### config.mk
export PLATFORM = sky130hd
export DESIGN_NAME = modulo_timer
export DESIGN_NICKNAME = d
export VERILOG_FILES = /design/src/rtl/wt_pkg.sv /design/src/rtl/wt_prescale.sv /design/src/rtl/wt_count.sv /design/src/rtl/wt_regs.sv /design/src/rtl/modulo_timer.sv
export SDC_FILE = /design/constraint.sdc
export NUM_CORES = 1
export LEC_CHECK = 0
export BUFFER_PORTS_ARGS = -buffer_cell sky130_fd_sc_hd__buf_4
export CORE_MARGIN = 2
export CORE_UTILIZATION = 33
export CTS_CLUSTER_DIAMETER = 150
export DETAILED_ROUTE_END_ITERATION = 8
export PLACE_DENSITY = 0.58
export SETUP_SLACK_MARGIN = 0.02
export SLEW_MARGIN = 10
export SYNTH_ARGS = -nofsm -noshare
export SYNTH_HDL_FRONTEND = slang
export SYNTH_SLANG_ARGS = --single-unit
### constraint.sdc
create_clock -name clk -period 1.8 [get_ports clk]
set_input_delay 0.18 -clock clk [delete_from_list [all_inputs] [get_ports clk]]
set_output_delay 0.18 -clock clk [all_outputs]
set_load 0.01 [all_outputs]
### src/rtl/wt_pkg.sv
// Package: shared constants and types of the modulo timer.
// Assumes a 32-bit register port with 8-bit byte offsets.
package wt_pkg;
    localparam int unsigned BUS_W  = 32;
    localparam int unsigned ADDR_W = 8;

    // Register offsets
    localparam logic [ADDR_W-1:0] OFS_CTRL = 8'h00;
    localparam logic [ADDR_W-1:0] OFS_CNT  = 8'h04;
    localparam logic [ADDR_W-1:0] OFS_LIM  = 8'h08;
    localparam logic [ADDR_W-1:0] OFS_INIT = 8'h4C;

    // Control register field positions
    localparam int unsigned CTRL_PS_LSB   = 0;
    localparam int unsigned CTRL_SRC_LSB  = 3;
    localparam int unsigned CTRL_SRC_W    = 2;
    localparam int unsigned CTRL_IE_BIT   = 6;
    localparam int unsigned CTRL_FLAG_BIT = 7;

    // Clock-source selection
    typedef enum logic [CTRL_SRC_W-1:0] {
        SRC_OFF  = 2'd0,
        SRC_MAIN = 2'd1,
        SRC_RSV2 = 2'd2,
        SRC_RSV3 = 2'd3
    } src_e;
endpackage

### src/rtl/wt_prescale.sv
// Module: power-of-two prescaler. Emits a one-cycle tick every 2^ps
// cycles while run is high; the count is forced to zero while stopped.
// Assumes ps changes only through the control register.
module wt_prescale #(
    parameter int unsigned PS_W = 3
) (
    input  logic            clk,
    input  logic            rst_n,
    input  logic            run,
    input  logic [PS_W-1:0] ps,
    output logic            tick
);
    localparam int unsigned DIV_W = (1 << PS_W) - 1;

    logic [DIV_W-1:0] pcnt;
    logic [DIV_W-1:0] mask;

    // Terminal count: low ps bits set
    always_comb begin
        for (int i = 0; i < DIV_W; i++) begin
            mask[i] = (i < int'(ps));
        end
    end

    assign tick = run && (pcnt == mask);

    // Divider count, cleared on tick and while stopped
    always_ff @(posedge clk) begin
        if (!rst_n || !run) begin
            pcnt <= '0;
        end else if (tick) begin
            pcnt <= '0;
        end else begin
            pcnt <= pcnt + 1'b1;
        end
    end

    // a stopped prescaler restarts from zero
    a_r4_zero_when_stopped: assert property (@(posedge clk) disable iff (!rst_n)
        !run |=> (pcnt == '0));
endmodule

### src/rtl/wt_count.sv
// Module: modulo up-counter. Advances on tick, reloads the start value
// after the limit, and loads the start value on a software write.
// Assumes load and tick come from independent sources.
module wt_count #(
    parameter int unsigned CNT_W = 16
) (
    input  logic             clk,
    input  logic             rst_n,
    input  logic             tick,
    input  logic             load,
    input  logic [CNT_W-1:0] init_val,
    input  logic [CNT_W-1:0] lim_val,
    output logic [CNT_W-1:0] cnt,
    output logic             ovf
);
    logic at_lim;

    assign at_lim = (cnt == lim_val);
    assign ovf    = tick && !load && at_lim;

    // Counter state: software load beats a tick
    always_ff @(posedge clk) begin
        if (!rst_n) begin
            cnt <= '0;
        end else if (load) begin
            cnt <= init_val;
        end else if (tick) begin
            cnt <= at_lim ? init_val : cnt + 1'b1;
        end
    end

    // software write loads the start value
    a_r5_write_loads_init: assert property (@(posedge clk) disable iff (!rst_n)
        load |=> (cnt == $past(init_val)));
    // overflow reloads the start value
    a_r3_wrap_to_init: assert property (@(posedge clk) disable iff (!rst_n)
        ovf |=> (cnt == $past(init_val)));
    // an ordinary tick adds one
    a_r2_step_by_one: assert property (@(posedge clk) disable iff (!rst_n)
        (tick && !load && !ovf) |=> (cnt == $past(cnt) + 1'b1));
    // no tick, no change
    a_r2_hold_idle: assert property (@(posedge clk) disable iff (!rst_n)
        (!tick && !load) |=> $stable(cnt));
endmodule

### src/rtl/wt_regs.sv
// Module: register decode for the modulo timer. Holds control fields,
// overflow flag and the buffered limit/start registers.
// Assumes bus data is already in native byte order.
module wt_regs
    import wt_pkg::*;
#(
    parameter int unsigned CNT_W = 16,
    parameter int unsigned PS_W  = 3
) (
    input  logic              clk,
    input  logic              rst_n,
    input  logic              wr_en,
    input  logic [ADDR_W-1:0] addr,
    input  logic [BUS_W-1:0]  wdata,
    input  logic [CNT_W-1:0]  cnt,
    input  logic              ovf,
    output src_e              src,
    output logic [PS_W-1:0]   ps,
    output logic              ie,
    output logic              flag,
    output logic [CNT_W-1:0]  init_act,
    output logic [CNT_W-1:0]  lim_act,
    output logic              cnt_load,
    output logic [BUS_W-1:0]  rdata
);
    logic             wr_ctrl, wr_cnt, wr_lim, wr_init;
    logic [CNT_W-1:0] init_buf, lim_buf;
    logic             unused_hi;

    assign wr_ctrl  = wr_en && (addr == OFS_CTRL);
    assign wr_cnt   = wr_en && (addr == OFS_CNT);
    assign wr_lim   = wr_en && (addr == OFS_LIM);
    assign wr_init  = wr_en && (addr == OFS_INIT);
    assign cnt_load = wr_cnt;
    assign unused_hi = ^wdata[BUS_W-1:CNT_W];

    // Control fields written as a whole
    always_ff @(posedge clk) begin
        if (!rst_n) begin
            ps  <= '0;
            src <= SRC_OFF;
            ie  <= 1'b0;
        end else if (wr_ctrl) begin
            ps  <= wdata[CTRL_PS_LSB +: PS_W];
            src <= src_e'(wdata[CTRL_SRC_LSB +: CTRL_SRC_W]);
            ie  <= wdata[CTRL_IE_BIT];
        end
    end

    // Overflow flag: set by hardware, cleared by writing zero
    always_ff @(posedge clk) begin
        if (!rst_n) begin
            flag <= 1'b0;
        end else if (ovf) begin
            flag <= 1'b1;
        end else if (wr_ctrl && !wdata[CTRL_FLAG_BIT]) begin
            flag <= 1'b0;
        end
    end

    // Holding buffers take every bus write
    always_ff @(posedge clk) begin
        if (!rst_n) begin
            lim_buf  <= '0;
            init_buf <= '0;
        end else begin
            if (wr_lim)  lim_buf  <= wdata[CNT_W-1:0];
            if (wr_init) init_buf <= wdata[CNT_W-1:0];
        end
    end

    // Live copies follow the buffers only while stopped
    always_ff @(posedge clk) begin
        if (!rst_n) begin
            lim_act  <= '0;
            init_act <= '0;
        end else if (src == SRC_OFF) begin
            lim_act  <= lim_buf;
            init_act <= init_buf;
        end
    end

    // Read multiplexer; unused bits and offsets give zero
    always_comb begin
        rdata = '0;
        case (addr)
            OFS_CTRL: begin
                rdata[CTRL_PS_LSB +: PS_W]        = ps;
                rdata[CTRL_SRC_LSB +: CTRL_SRC_W] = src;
                rdata[CTRL_IE_BIT]                = ie;
                rdata[CTRL_FLAG_BIT]              = flag;
            end
            OFS_CNT:  rdata[CNT_W-1:0] = cnt;
            OFS_LIM:  rdata[CNT_W-1:0] = lim_act;
            OFS_INIT: rdata[CNT_W-1:0] = init_act;
            default:  rdata = '0;
        endcase
    end

    // a new overflow always leaves the flag set
    a_r8_overflow_wins: assert property (@(posedge clk) disable iff (!rst_n)
        ovf |=> flag);
    // writing one to a clear flag does not set it
    a_r7_one_ignored: assert property (@(posedge clk) disable iff (!rst_n)
        (wr_ctrl && wdata[CTRL_FLAG_BIT] && !flag && !ovf) |=> !flag);
    // live limit frozen while a clock is selected
    a_r6_lim_frozen: assert property (@(posedge clk) disable iff (!rst_n)
        (src != SRC_OFF) |=> $stable(lim_act));
    // live start value frozen while a clock is selected
    a_r6_init_frozen: assert property (@(posedge clk) disable iff (!rst_n)
        (src != SRC_OFF) |=> $stable(init_act));
endmodule

### src/rtl/modulo_timer.sv
// Module: top of the modulo timer. Byte-order steering at the port,
// register block, prescaler and counter. Assumes PS_W <= 3 so the
// prescale field fits below the clock-source field.
module modulo_timer
    import wt_pkg::*;
#(
    parameter int unsigned CNT_W = 16,
    parameter int unsigned PS_W  = 3
) (
    input  logic              clk,
    input  logic              rst_n,
    input  logic              big_endian,
    input  logic              bus_wr,
    input  logic [ADDR_W-1:0] bus_addr,
    input  logic [BUS_W-1:0]  bus_wdata,
    output logic [BUS_W-1:0]  bus_rdata,
    output logic              irq
);
    localparam int unsigned LANES = BUS_W / 8;

    logic [BUS_W-1:0] wdata_n, rdata_n;
    src_e             src;
    logic [PS_W-1:0]  ps;
    logic             ie, flag, tick, ovf, cnt_load, run;
    logic [CNT_W-1:0] cnt, init_act, lim_act;

    // Byte lane steering for both directions
    for (genvar b = 0; b < LANES; b++) begin : g_lane
        assign wdata_n[8*b +: 8]   = big_endian ? bus_wdata[8*(LANES-1-b) +: 8] : bus_wdata[8*b +: 8];
        assign bus_rdata[8*b +: 8] = big_endian ? rdata_n[8*(LANES-1-b) +: 8]   : rdata_n[8*b +: 8];
    end

    assign run = (src == SRC_MAIN);
    assign irq = flag && ie;

    wt_regs #(.CNT_W(CNT_W), .PS_W(PS_W)) u_regs (
        .clk(clk), .rst_n(rst_n), .wr_en(bus_wr), .addr(bus_addr),
        .wdata(wdata_n), .cnt(cnt), .ovf(ovf), .src(src), .ps(ps),
        .ie(ie), .flag(flag), .init_act(init_act), .lim_act(lim_act),
        .cnt_load(cnt_load), .rdata(rdata_n)
    );

    wt_prescale #(.PS_W(PS_W)) u_pre (
        .clk(clk), .rst_n(rst_n), .run(run), .ps(ps), .tick(tick)
    );

    wt_count #(.CNT_W(CNT_W)) u_cnt (
        .clk(clk), .rst_n(rst_n), .tick(tick), .load(cnt_load),
        .init_val(init_act), .lim_val(lim_act), .cnt(cnt), .ovf(ovf)
    );

    // interrupt drops whenever the flag is clear
    a_r9_irq_needs_flag: assert property (@(posedge clk) disable iff (!rst_n)
        !flag |-> !irq);
endmodule

======== Word level (Yosys, flattened, before mapping) ========
Index checks and enable logic that the tools add are counted.
word-level totals
  flip-flop bits (word level) ............. 94
  input bits .............................. 44
operators by class
  $add $sub $neg .......................... 2
  magnitude comparators ................... 7
  equality and inequality tests ........... 6
  muxes and demuxes ....................... 15
  reductions and logical operators ........ 19
operators by type and width
  cell                                                 count
  2-to-1 mux 16 bit                                    3
  2-to-1 mux 8 bit                                     6
  one-hot mux 8 bit (3 select lines)                   1
  one-hot mux 5 bit (4 select lines)                   1
  adder 16 x 1 -> 16 bit, second input constant        1
  equality test 16 bit                                 1
  logical AND 1 bit                                    9
  < comparator 3 bit, first input constant             3
  equality test 8 x 3 -> 1 bit, second input constant  1
  equality test 8 x 4 -> 1 bit, second input constant  1
  equality test 8 x 7 -> 1 bit, second input constant  1
  zero test 8 bit                                      1
  one-hot mux 2 bit (4 select lines)                   1
  adder 7 x 1 -> 7 bit, second input constant          1
  equality test 7 bit                                  1
  < comparator 1 x 3 -> 1 bit, first input constant    2
  < comparator 2 x 3 -> 1 bit, first input constant    2
  zero test 1 bit                                      4
  nonzero test 2 bit                                   2
  one-hot mux 1 bit (3 select lines)                   1
  equality test 2 x 1 -> 1 bit, second input constant  1
  zero test 2 bit                                      1
  2-to-1 mux 1 bit                                     2
  OR reduction 2 bit                                   1
  logical OR 1 bit                                     1

======== Longest topological paths before layout ========
  depth after elaboration ................. 6
  gate-level depth with buffers ........... 9
  depth with buffers taken out ............ 7

======== Cells and area by module ========
A second synthesis with hierarchy kept.
second synthesis, totals
  cells, all modules ...................... 672
  area, all modules ....................... 6,158.4 um^2
by module, submodules not included
  module        times used  cells an instance  area each (um^2)
  wt_regs       1           376                3,269.4
  wt_count      1           167                1,308.8
  modulo_timer  1           73                 1,089.8
  wt_prescale   1           56                 490.5

======== Least setup slack after synthesis ========
OpenSTA, ideal clock, no wires.
  kind .................................... reg2reg
  start point ............................. reg u_regs.ps[1]
  end point ............................... reg u_cnt.cnt[15]
  arrival time ............................ 1,888 ps
  slack ................................... -208 ps
  stages on the path, launching flop included .. 9
  cell sequence ........................... dfxtp_1 -> buf_6 -> nor3_2 -> a31oi_1 -> or3_4 -> a311o_1 -> buf_6 -> and3_4 -> o31a_1
on the way
  cells in the longest elaborated chain, start to end .. 4
  elaborated cells on any way between the ends .. 10
RTL lines
  item                                                       line               text
  from (decl)                                                wt_regs.sv:18      output logic [PS_W-1:0] ps,
  from (signal assigned)                                     wt_regs.sv:44      ps <= wdata[CTRL_PS_LSB +: PS_W];
  < comparator 1 x 3 -> 1 bit, or another cell as far along  wt_prescale.sv:21  mask[i] = (i < int'(ps));
  equality test 7 bit *                                      wt_prescale.sv:25  assign tick = run && (pcnt == mask);
  logical AND 1 bit *                                        wt_prescale.sv:25
  nonzero test 2 bit (no source line) *                      n/a
  to (signal assigned)                                       wt_count.sv:26     cnt <= init_val;
  to (signal assigned)                                       wt_count.sv:28     cnt <= at_lim ? init_val : cnt + 1'b1;
  to (decl)                                                  wt_count.sv:13     output logic [CNT_W-1:0] cnt,
Mark *: on every way between the ends. The rest lies on a longest branch, timed or not.
A chain may end at the register's enable or synchronous reset.

======== Worst setup path after layout ========
  start point ............................. reg u_pre.pcnt[2]
  end point ............................... reg u_regs.flag
on the way
  cells in the longest elaborated chain, start to end .. 5
  elaborated cells on any way between the ends .. 6
RTL lines
  item                                                           line               text
  from (decl)                                                    wt_prescale.sv:15  logic [DIV_W-1:0] pcnt;
  from (signal assigned)                                         wt_prescale.sv:34  pcnt <= pcnt + 1'b1;
  equality test 7 bit *                                          wt_prescale.sv:25
  logical AND 1 bit *                                            wt_prescale.sv:25
  logical AND 1 bit * (2 in series)                              wt_count.sv:19     assign ovf = tick && !load && at_lim;
  2-to-1 mux 1 bit / nonzero test 2 bit (equally long branches)  n/a
  to (signal assigned)                                           wt_regs.sv:53      flag <= 1'b0;
  to (signal assigned)                                           wt_regs.sv:55      flag <= 1'b1;
  to (signal assigned)                                           wt_regs.sv:57      flag <= 1'b0;
  to (decl)                                                      wt_regs.sv:20      output logic flag,
Marked as above.

==> results <==
- The flow ran to the end, but the final reports show violations.
- The final reports fail on setup timing.
- The longest clock path from root to sink contains 2 buffers.
- Relative to the synthesized area, the layout overhead comes to 42.7%.
- At the pin with the least slew margin, the transition time is 0.625 ns.
- Overall power consumption after layout is estimated at 0.00436 W.
- For the worst setup path, the data required time is 2.09 ns.
- Headroom to the max-slew limit came out at 0.583.
- Dividing total power by cell area gives a power density of 610 nW/um2.
- The net count reported at finish is 817.
- Across the VDD grid, the largest voltage drop is 449 uV.
- In the finished design, the share of the clock period the worst path needs comes to 1.13.
- The startpoint identified for the worst register-to-register timing path is u_pre.pcnt[2].
- Counting instances, the worst hold path has a depth of 3.
- The type of the tightest min-delay check is input pin to flip-flop.
- The endpoint of the worst register-to-register path is u_regs.flag.
- Across the run, the number of max-cap violations was 0.
- The number of clock buffers inserted by TritonCTS is 9.
- Across all setup checks in the final design, the least slack found is -0.241 ns.
- Synthesis produced a netlist with a net count of 671.
- The clock transition time at the flip-flop clock pins of the worst setup and hold paths is 0.07 ns.
- For this run, the detailed router's first-pass iteration total came to 5.
- Synthesis instantiated 57 different standard cells from the library.
- The DRC violation count after routing is 0.
- The insertion delay of the later-clocked pin in the worst-skew pair is 0.34 ns.
- Along the worst path, the maximum fanout reaches 6.
- The H-tree depth is 3.
- Counting every instance in the synthesized netlist gives 625.
- The analysis attributes to cell leakage a power of 2.57 nW.
- Clock skew on the completed layout was measured at 0.00639 ns.
- The highest achievable clock rate is 490 MHz.
- The count of endpoints failing setup in the final report is 33.
- The most instantiated library cell after synthesis is sky130_fd_sc_hd__dfxtp_1.
- After floorplanning, the core was sized to cover 15000 um2.
- The number of buffer cells added on primary ports is 76.
- The library cell used as clock root buffer is sky130_fd_sc_hd__clkbuf_16.
- In the final layout, the share of cells above drive strength 1 is 0.345.
- The routed wire length is 15.8 mm.
- Setup repair after global routing could not meet its margin everywhere.
- The reg-to-reg setup timing slack is -0.24 ns.
- The number of endpoints with negative hold slack in the final report was 0.
- In the final routed layout, each cell accounts on average for 16.4 um.
- Entering global routing, the biggest net connects 77 pins.
- On the critical path the largest part of the delay comes from simple AND/OR/NAND/NOR gates.
- Hold repair after CTS inserted 0 buffers.
- The mean number of vias per cell is 5.34.
- The initial cell density of the core is 0.333.
- The Yosys step of the flow raised 0 warnings.
- The number of buffers and inverters on the critical path is 3.
- After synthesis, the most frequently instantiated cells are sky130_fd_sc_hd__dfxtp_1 (94), sky130_fd_sc_hd__nand2_1 (85), sky130_fd_sc_hd__nor2_1 (82).
- Once detail routing completed, the nets flagged for antenna violations numbered 0.
- Counting cells, the worst reg-to-reg path comes to 9.
- The TritonCTS clock tree is yes.
- The worst setup path is captured at a flip-flop.
- In this run the core area contains 45 standard-cell rows.
- The count of clock tree sinks is 94.
- In this run, the number of DRC markers left after iteration 0 of detailed routing was 335.
- The async set-reset flop share out of synthesis is 0.
- The die boundary width is 127 um.
- The synthesized area is 5010 um2.
- The total global routing track utilization is 0.196.
- The die extent in y is 127 um.
- The type of the setup path with the least slack is flip-flop to flip-flop.
- Summed over all nets, the half-perimeter wirelength after detailed placement is 11.4 mm.
- The initial antenna violation count is 0.
- For this design, the slowest cell found on the critical path is sky130_fd_sc_hd__or3_4.
- Subtracting the final worst setup slack from the clock period gives 2.04 ns.
- The signal on the critical path passes through xnor2_2 > a31oi_1 > or3_4 > buf_4 > a311oi_4 > buf_12 > buf_8 > and3_4 > o21a_1.
- For the worst setup path, the data arrival time is 2.33 ns.
- The register bit total from synthesis is 94.
- The area share of the leading cell type in the synthesized netlist is 0.376.
- At the end of routability-driven placement, the weighted congestion stood at 0.908.
- The post-synthesis average cell area is 8.02 um2.
- The startpoint of the most critical hold path is bus_wdata[12].
- The maximum single-stage delay on the critical path is 0.39 ns.
- The I/O pin count is 77.
- The area of the die is 16200 um2.
- For hold timing, the worst endpoint is u_regs.init_buf[12].
- The number of max-slew violations in the final report is 0.
- STA classifies the critical path startpoint as a flip-flop.
- The synthesized design contains 0 enable-type register cells.
- The repair_antennas step left the layout with diodes totalling 0.
- The first global-routing pass estimated 25.4 mm of wire.
- Summing over every cut layer, the via total after detailed routing is 5145.
- For this run the aggregate overflow at the end of global routing stands at 0.
- The sequential area share after synthesis is 0.376.
- The worst slack at placement is -0.287 ns.
- The most used flip-flop cell after synthesis is sky130_fd_sc_hd__dfxtp_1.
- Sorting the synthesized cells by area gives the leading types as sky130_fd_sc_hd__dfxtp_1 (38%), sky130_fd_sc_hd__nand2_1 (6.4%), sky130_fd_sc_hd__nor2_1 (6.1%).
- The number of global-route vias before repair is 4949.
- The post-synthesis cell type with the largest combined area is sky130_fd_sc_hd__dfxtp_1.
==> how the worst max path moves through the flow <==
stage	startpoint	to	cells past startpoint
after floorplan	u_regs.ps[0]	u_cnt.cnt[15]	7
after global placement	u_regs.ps[0]	u_cnt.cnt[10]	7
after detailed placement	u_regs.ps[0]	u_cnt.cnt[10]	7
after CTS	u_pre.pcnt[2]	u_cnt.cnt[10]	7
after global routing	u_pre.pcnt[2]	u_regs.flag	9
final	u_pre.pcnt[2]	u_regs.flag	9
==> stage by stage <==
stage                     setup TNS [ns]  utilization  hold WS, ns  area (um2)  instances
final                              -3.98        0.476        0.213        7150        964
after global routing               -8.89        0.476        0.210        7150        964
after CTS                          -3.87        0.469        0.193        7050        964
after detailed placement           -9.93        0.432        0.444        6490        941
after global placement             -7.26        0.432        0.439        6490        941
after floorplan                   -0.340            -        0.369        5110        625
==> per-layer routing <==
metal	up-vias	track usage	routed length [um]
met1	2451	0.263	7170
met4	0	0.0776	328
met2	142	0.323	7650
met5	-	0	0
li1	2530	-	-
met3	22	0.0218	642
==> report_power, final <==
part | switching [W] | internal, W | leakage [nW]
clock | 0.000869 | 0.00114 | 0.152
combinational | 0.000142 | 0.000133 | 1.66
sequential | 0.00000272 | 0.00208 | 0.760
total | 0.00101 | 0.00335 | 2.57
==> area by class of cell <==
type / instances / area (um2)
clock inverters: 6 / 75.1
clock buffers: 10 / 239
well taps: 188 / 235
repair buffers: 189 / 1570
inverters: 5 / 18.8
flip-flops and latches: 94 / 1890
multi-input cells: 472 / 3120
fillers: 1400 / 7880
==> sequential cells by signal, indices dropped and copies added, names as in the netlist <==
signal           cells
u_regs.flag          1
u_pre.pcnt           7
u_regs.init_act     16
u_regs.lim_buf      16
u_regs.init_buf     16
u_regs.ie            1
u_regs.src           2
u_regs.ps            3
u_regs.lim_act      16
u_cnt.cnt           16
==> logic make-up after synthesis <==
group / share of synthesized area
multiplexers: 0.0399
XOR/XNOR: 0.0419
AO/OA/AOI/OAI: 0.224
flip-flops: 0.376
AND/OR/NAND/NOR: 0.258
buffers and inverters: 0.0559
adder cells (fa/ha/maj): 0.00499
==> timing repair <==
action	CTS	global route
setup endpoints to repair	56	56
resized for setup	47	23
buffers inserted	7	2
pin swaps	17	14
cloned	0	0
==> placed cells by master, fill, tap and decap left out, drive strengths merged, types with 2 or more instances in the layout <==
cell type  netlist  layout
dfxtp           94      94
o2111ai          6       6
o21ai           16      16
ha               2       2
and3             7       7
a31oi            9       9
nor2            83      83
and2            11      11
nand2           85      85
nand4           11      11
nor2b           11      11
a21oi           50      50
or2              4       4
clkbuf          34      10
nor3             6       6
o21a             2       2
buf             20     189
nor4             8       8
a222oi           2       2
nand3b           2       2
a221oi           7       7
a211oi          38      38
a22oi           15      15
a21boi           9       9
o31a             3       3
nor3b            2       2
inv              5       8
xor2             4       4
mux2i           20      20
xnor2           20      20
nand3           18      18
nor4b            7       7
==> tightest hold or removal path: stages <==
cell and delay, ns:
sky130_fd_sc_hd__buf_4 0.07, sky130_fd_sc_hd__mux2i_1 0.07, sky130_fd_sc_hd__a211oi_1 0.18
Power figures use the tool's default switching activity.
